[src/rtl/bcd3_pkg.sv]
package bcd3_pkg;
  localparam int DIGIT_W = 4;

  // Next value of one decimal decade.
  function automatic logic [DIGIT_W-1:0] bcd_next(input logic [DIGIT_W-1:0] d);
    return (d >= 4'd9) ? 4'd0 : d + 4'd1;
  endfunction

  function automatic logic at_nine(input logic [DIGIT_W-1:0] d);
    return d == 4'd9;
  endfunction

  // Next scan position, wrapping after n positions.
  function automatic int scan_next(input int i, input int n);
    return (i + 1 >= n) ? 0 : i + 1;
  endfunction
endpackage

[src/rtl/edge_sync.sv]
module edge_sync #(
  parameter int STAGES = 2
) (
  input  logic clk,
  input  logic clr,
  input  logic din,
  output logic fall
);
  logic [STAGES-1:0] chain;
  logic              last;

  always_ff @(posedge clk) begin
    if (clr) begin
      chain <= '0;
      last  <= 1'b0;
    end else begin
      chain <= {chain[STAGES-2:0], din};
      last  <= chain[STAGES-1];
    end
  end

  assign fall = last & ~chain[STAGES-1];

  // a falling edge is reported one cycle after the synced level was high.
  p_fall_origin_r1: assert property (@(posedge clk) disable iff (clr)
    fall |-> $past(chain[STAGES-1]));
endmodule

[src/rtl/bcd_decade.sv]
module bcd_decade
  import bcd3_pkg::*;
(
  input  logic               clk,
  input  logic               clr,
  input  logic               step,
  input  logic               freeze,
  output logic [DIGIT_W-1:0] q_live,
  output logic [DIGIT_W-1:0] q_shown,
  output logic               carry
);
  logic [DIGIT_W-1:0] cnt, cnt_n, held;

  always_comb cnt_n = step ? bcd_next(cnt) : cnt;

  always_ff @(posedge clk) begin
    if (clr) cnt <= '0;
    else     cnt <= cnt_n;
  end

  // The holding register tracks the next count, so it always equals the live count while open.
  always_ff @(posedge clk) begin
    if (clr)          held <= '0;
    else if (!freeze) held <= cnt_n;
  end

  assign q_live  = cnt;
  assign q_shown = freeze ? held : cnt;
  assign carry   = step & at_nine(cnt);

  p_digit_range_r2: assert property (@(posedge clk) disable iff (clr)
    q_live <= 4'd9);
  p_carry_wrap_r2: assert property (@(posedge clk) disable iff (clr)
    carry |=> (q_live == 4'd0));
  p_frozen_stable_r3: assert property (@(posedge clk) disable iff (clr)
    (freeze && $past(freeze) && !$past(clr)) |-> $stable(q_shown));
endmodule

[src/rtl/scan_mux.sv]
module scan_mux
  import bcd3_pkg::*;
#(
  parameter int NDIG = 3
) (
  input  logic                    clk,
  input  logic                    clr,
  input  logic                    tick,
  input  logic [NDIG*DIGIT_W-1:0] shown,
  output logic [DIGIT_W-1:0]      bus,
  output logic [NDIG-1:0]         sel
);
  localparam int IW = (NDIG > 1) ? $clog2(NDIG) : 1;

  logic [IW-1:0] idx;

  always_ff @(posedge clk) begin
    if (clr)       idx <= '0;
    else if (tick) idx <= IW'(scan_next(int'(idx), NDIG));
  end

  always_comb begin
    sel = '0;
    bus = '0;
    for (int k = 0; k < NDIG; k++) begin
      if (int'(idx) == k) begin
        sel[k] = 1'b1;
        bus    = shown[k*DIGIT_W +: DIGIT_W];
      end
    end
  end

  p_sel_onehot_r6: assert property (@(posedge clk) disable iff (clr)
    $countones(sel) == 1);
  p_sel_still_r7: assert property (@(posedge clk) disable iff (clr)
    !tick |=> $stable(sel));
endmodule

[src/rtl/bcd3_scan_counter.sv]
module bcd3_scan_counter
  import bcd3_pkg::*;
#(
  parameter int NDIG        = 3,
  parameter int SYNC_STAGES = 2
) (
  input  logic               clk,
  input  logic               clr,
  input  logic               cnt_in,
  input  logic               hold_cnt,
  input  logic               freeze,
  input  logic               scan_tick,
  output logic [DIGIT_W-1:0] digit_bus,
  output logic [NDIG-1:0]    digit_sel,
  output logic               wrap_out
);
  localparam int TOT_W = NDIG * DIGIT_W;

  logic                  fall_evt;
  logic                  step;
  logic [NDIG:0]         carry_chain;
  logic [TOT_W-1:0]      live_count;
  logic [TOT_W-1:0]      shown_count;
  logic                  wrap_evt;

  edge_sync #(.STAGES(SYNC_STAGES)) u_sync (
    .clk  (clk),
    .clr  (clr),
    .din  (cnt_in),
    .fall (fall_evt)
  );

  assign step           = fall_evt & ~hold_cnt & ~clr;
  assign carry_chain[0] = step;

  for (genvar g = 0; g < NDIG; g++) begin : g_dec
    bcd_decade u_dec (
      .clk     (clk),
      .clr     (clr),
      .step    (carry_chain[g]),
      .freeze  (freeze),
      .q_live  (live_count[g*DIGIT_W +: DIGIT_W]),
      .q_shown (shown_count[g*DIGIT_W +: DIGIT_W]),
      .carry   (carry_chain[g+1])
    );
  end

  assign wrap_evt = carry_chain[NDIG];

  always_ff @(posedge clk) begin
    if (clr) wrap_out <= 1'b0;
    else     wrap_out <= wrap_evt;
  end

  scan_mux #(.NDIG(NDIG)) u_scan (
    .clk   (clk),
    .clr   (clr),
    .tick  (scan_tick),
    .shown (shown_count),
    .bus   (digit_bus),
    .sel   (digit_sel)
  );

  p_disable_hold_r4: assert property (@(posedge clk) disable iff (clr)
    hold_cnt |=> $stable(live_count));
  p_clear_zero_r5: assert property (@(posedge clk)
    clr |=> (live_count == '0));
  p_wrap_single_r8: assert property (@(posedge clk) disable iff (clr)
    wrap_out |=> !wrap_out);
  p_wrap_at_zero_r8: assert property (@(posedge clk) disable iff (clr)
    wrap_out |-> (live_count == '0));
endmodule

[config.mk]
export PLATFORM = sky130hd
export DESIGN_NAME = bcd3_scan_counter
export DESIGN_NICKNAME = d
export VERILOG_FILES = /design/src/rtl/bcd3_pkg.sv /design/src/rtl/edge_sync.sv /design/src/rtl/bcd_decade.sv /design/src/rtl/scan_mux.sv /design/src/rtl/bcd3_scan_counter.sv
export SDC_FILE = /design/constraint.sdc
export NUM_CORES = 1
export LEC_CHECK = 0
export ABC_AREA = 0
export BUFFER_PORTS_ARGS = -buffer_cell sky130_fd_sc_hd__buf_2
export CAP_MARGIN = 20
export CORE_MARGIN = 5
export CORE_UTILIZATION = 45
export DETAILED_ROUTE_END_ITERATION = 7
export PLACE_DENSITY = 0.72
export SYNTH_ARGS = -nofsm -noshare
export SYNTH_HDL_FRONTEND = slang
export SYNTH_HIERARCHICAL = 1
export SYNTH_SLANG_ARGS = --single-unit
[constraint.sdc]
create_clock -name clk -period 3.3 [get_ports clk]
set_input_delay 0 -clock clk [delete_from_list [all_inputs] [get_ports clk]]
set_output_delay 0 -clock clk [all_outputs]
set_load 0.02 [all_outputs]
==> flow_summary.rst <==
.. list-table::
   :header-rows: 1

   * - Metric
     - Value
   * - Result of the run
     - finished clean
   * - Number of warnings reported in the yosys synthesis log
     - 6
   * - CP max FO
     - 6
   * - Top flip-flop cell by instance count after synthesis
     - dfxtp_1
   * - Count of final setup violators
     - 0
   * - Top post-synthesis cells by count
     - dfxtp_1 (30), nand2_1 (18), inv_1 (15)
   * - CP required
     - between 3 and 4 ns
   * - Setup TNS after final layout
     - 0 ns
   * - Wire length of the first global-routing pass
     - ~5300 um
   * - Clock-pin transition on the worst setup and hold timing paths
     - around 0.090 ns
   * - Largest family of logic cells by synthesized area
     - simple AND/OR/NAND/NOR gates
   * - Number of sinks handled by clock tree synthesis
     - 30
   * - Type of origin of the critical path
     - flop
   * - Arrival time reported for the critical path endpoint
     - between 3 and 4 ns
   * - Number of rows in the core area
     - 21
   * - Maximum frequency from static timing analysis
     - about 0.36 GHz
   * - Mean post-synth cell area
     - 9.09 sq um
   * - Detailed route wirelength on metal2
     - 1530 um
   * - Fraction of the yosys area taken by sequential cells
     - a little under two fifths
   * - Most instantiated library cell after synthesis
     - dfxtp_1
   * - Post-synth top area share
     - between 30% and 40%
   * - Number of CTS-inserted buffers
     - 5
   * - Via count of the first global-routing pass
     - between 1,000 and 1,500
   * - Die height
     - ~70 um
   * - DRC Markers
     - 0
   * - Multiplexer share of the synthesized area
     - 2.47%
   * - Register bit count reported by yosys
     - 30
   * - Worst-Skew Late Latency
     - ~0.33 ns
   * - Final hold violations
     - 0
   * - Antenna violations before repair
     - 0
   * - Number of vias in the routed layout
     - roughly 1,300
   * - Final standard cell area without fillers
     - around 1800 sq um
   * - Non-filler cells in the finished layout
     - 240
   * - Detail Route met3 WL
     - between 80 and 90 um
   * - Highest layer used for signal routing
     - met4
   * - Total Power Consumption
     - approximately 0.64 mW
   * - End-of-flow core utilization
     - roughly 52%
   * - # Max-Cap Violations
     - 0
   * - # resized after CTS
     - 0
   * - Setup slack after layout
     - ~0.50 ns
   * - Leading area contributor after synthesis
     - dfxtp_1
   * - CTS max path bufs
     - 2
   * - Clock tree from TritonCTS
     - done
   * - HPWL after detailed placement
     - 2220 um
   * - Via density
     - around 5.3
   * - Final number of max-transition violations
     - 0
   * - Post-placement cell area
     - around 1700 sq um
   * - Total routed wire length on the met1 layer
     - between 1000 and 1500 um
   * - Synthesized net count
     - 193
   * - Remaining global-route overflow
     - 0
   * - Crit path kind
     - reg2reg
   * - Global routing usage summed across all routing layers
     - a little over an eighth
   * - Antenna Cells
     - 0
   * - Total wire length after detailed routing
     - 3100 um
   * - Largest vdd supply drop
     - 0.302 mV
   * - Drt first-iter violations
     - between 80 and 90
   * - Fraction of synthesized cell area in xor and xnor cells
     - under 10%
   * - Cell count after synthesis
     - 178
   * - Cells after DPL
     - 230
   * - Layout Area Growth over Synthesis
     - 10.2%
   * - Placeable Area
     - about 3400 sq um
   * - Headroom to the max-slew limit
     - ~58%
   * - H-tree Lvls
     - 2
   * - Ports placed on the boundary
     - 14
   * - Time the final worst path needs with I/O delays and setup
     - 2.80 ns
   * - Last weighted congestion value of the routability-driven placer
     - about 0.87
   * - Fin Hold WS
     - between 0.09 and 0.1 ns
   * - Classification of the worst-slack hold path
     - in2reg
   * - Main area contributors after synthesis
     - dfxtp_1 (37%), ha_1 (7.0%), o32ai_1 (4.9%), nand2_1 (4.2%), o21ai_0 (3.7%)
   * - Routed wire length per instance
     - 12.9 um
   * - Pre-CTS WS
     - about 0.54 ns
   * - Count of flip-flops with a built-in enable after synthesis
     - 0
   * - Port Buf Inserts
     - 13
   * - Final Cycle Share
     - 84.8%
   * - Actual transition at the worst max-transition pin
     - 0.632 ns
   * - Post-synth cell types
     - 31
   * - Area share of fa/ha/maj cells after synthesis
     - 6.96%
   * - Fraction of final layout cells sized beyond drive strength 1
     - a little under a fifth
   * - Largest net degree at the start of global routing
     - 43
   * - Cell Area, Synth
     - around 1600 sq um
   * - Die Area
     - ~5000 sq um
   * - P per Cell Area
     - around 360 nW/um^2
   * - Post-CTS Setup Inserts
     - 0
   * - Compound-cell area share of the yosys netlist
     - between 20% and 30%
   * - Root buffer cell
     - clkbuf_4
   * - Post-DRT Antenna Nets
     - 0
   * - Initial Util
     - roughly 47%
   * - Worst clock skew
     - roughly 0.013 ns
   * - Die width
     - around 70 um
   * - RSZ-0062 raised after global routing
     - no
   * - Final Net Count
     - 208
   * - Proportion of synthesized flip-flops having asynchronous set or reset
     - 0%
   * - Synth Area in Simple Gates
     - a little under a quarter
   * - Leakage power
     - between 0.6 and 0.7 nW
   * - Hold-fix buffer count after cts
     - 2
   * - Critical path endpoint category
     - flop
   * - Drt pass-1 iters
     - 4
[worst max-delay path, stage by stage, from the launching register on]
cell      delay, ns
dfxtp_1        0.31
and2b_2        0.19
nor3b_2        0.27
nand2_1        0.13
nor3b_1        0.52
nand2_1        0.17
nor3b_1        0.53
nor2b_1        0.23
o21ai_2        0.10
o311ai_1       0.23
[cell usage in the layout, fill, tap and decap left out, drive strengths merged]
master and instances:
dfxtp 30, nand2 18, inv 15, o21ai 15, buf 14, o32ai 9
ha 9, nor2b 8, nand2b 7, nor2 7, clkbuf 7, nor3b 7
o22ai 6, xnor2 6, mux2i 4, o2bb2ai 4, o21bai 3, o21a 3
or2 3, or3 3, o311ai 3, nand4 3, dlygate4sd3 2, and2b 2
a21oi 2, clkinv 1, or3b 1, nand3b 1, or2b 1
[registers in the layout, indices dropped and copies added, names as in the netlist]
signal	cells
u_scan/idx	2
g_dec.u_dec/held	12
u_sync/chain	2
wrap_out	1
g_dec.u_dec/q_live	12
u_sync/last	1
[path summary, 6_finish.rpt]
path | startpoint | end | slack (ns) | cells past startpoint
worst min register to register | u_sync/chain[0] | u_sync/chain[1] | 0.45 | 1
worst max register to register | u_sync/chain[1] | g_dec[2].u_dec/held[0] | 0.50 | 9
worst min-delay path | hold_cnt | g_dec[0].u_dec/q_live[2] | 0.1 | 5
worst max-delay path | u_sync/chain[1] | g_dec[2].u_dec/held[0] | 0.50 | 9
[routing by layer]
layer / track usage, % / vias to the layer above
met5: 0 / -
met4: 7.02 / 0
met3: 3.44 / 5
met2: 21.1 / 15
met1: 17.5 / 599
li1: - / 654
[power by group]
group	total [mW]	leakage [nW]	internal, mW	switching (mW)
logic	0.0412	0.352	0.0162	0.0250
registers	0.370	0.242	0.365	0.00509
clock network	0.228	0.0353	0.103	0.125
[layout make-up]
class,count,area [sq um]
Timing Repair Buffer,16,92.6
Tap cell,46,57.6
Multi-Input combinational cell,125,916
Fill cell,316,1630
Clock buffer,7,55.1
Inverter,15,56.3
Sequential cell,30,601
Clock inverter,1,5.00
[cell families (layout without fill, tap and decap cells)]
group | Yosys count | in the layout
AOI/OAI and AO/OA | 45 | 45
and+or+nand+nor | 61 | 61
adders and majority gates | 9 | 9
xor gates and xnor gates | 6 | 6
muxes | 4 | 4
DFF | 30 | 30
buffers and inverters | 23 | 39
No activity file was read; power rests on OpenSTA's default activity.
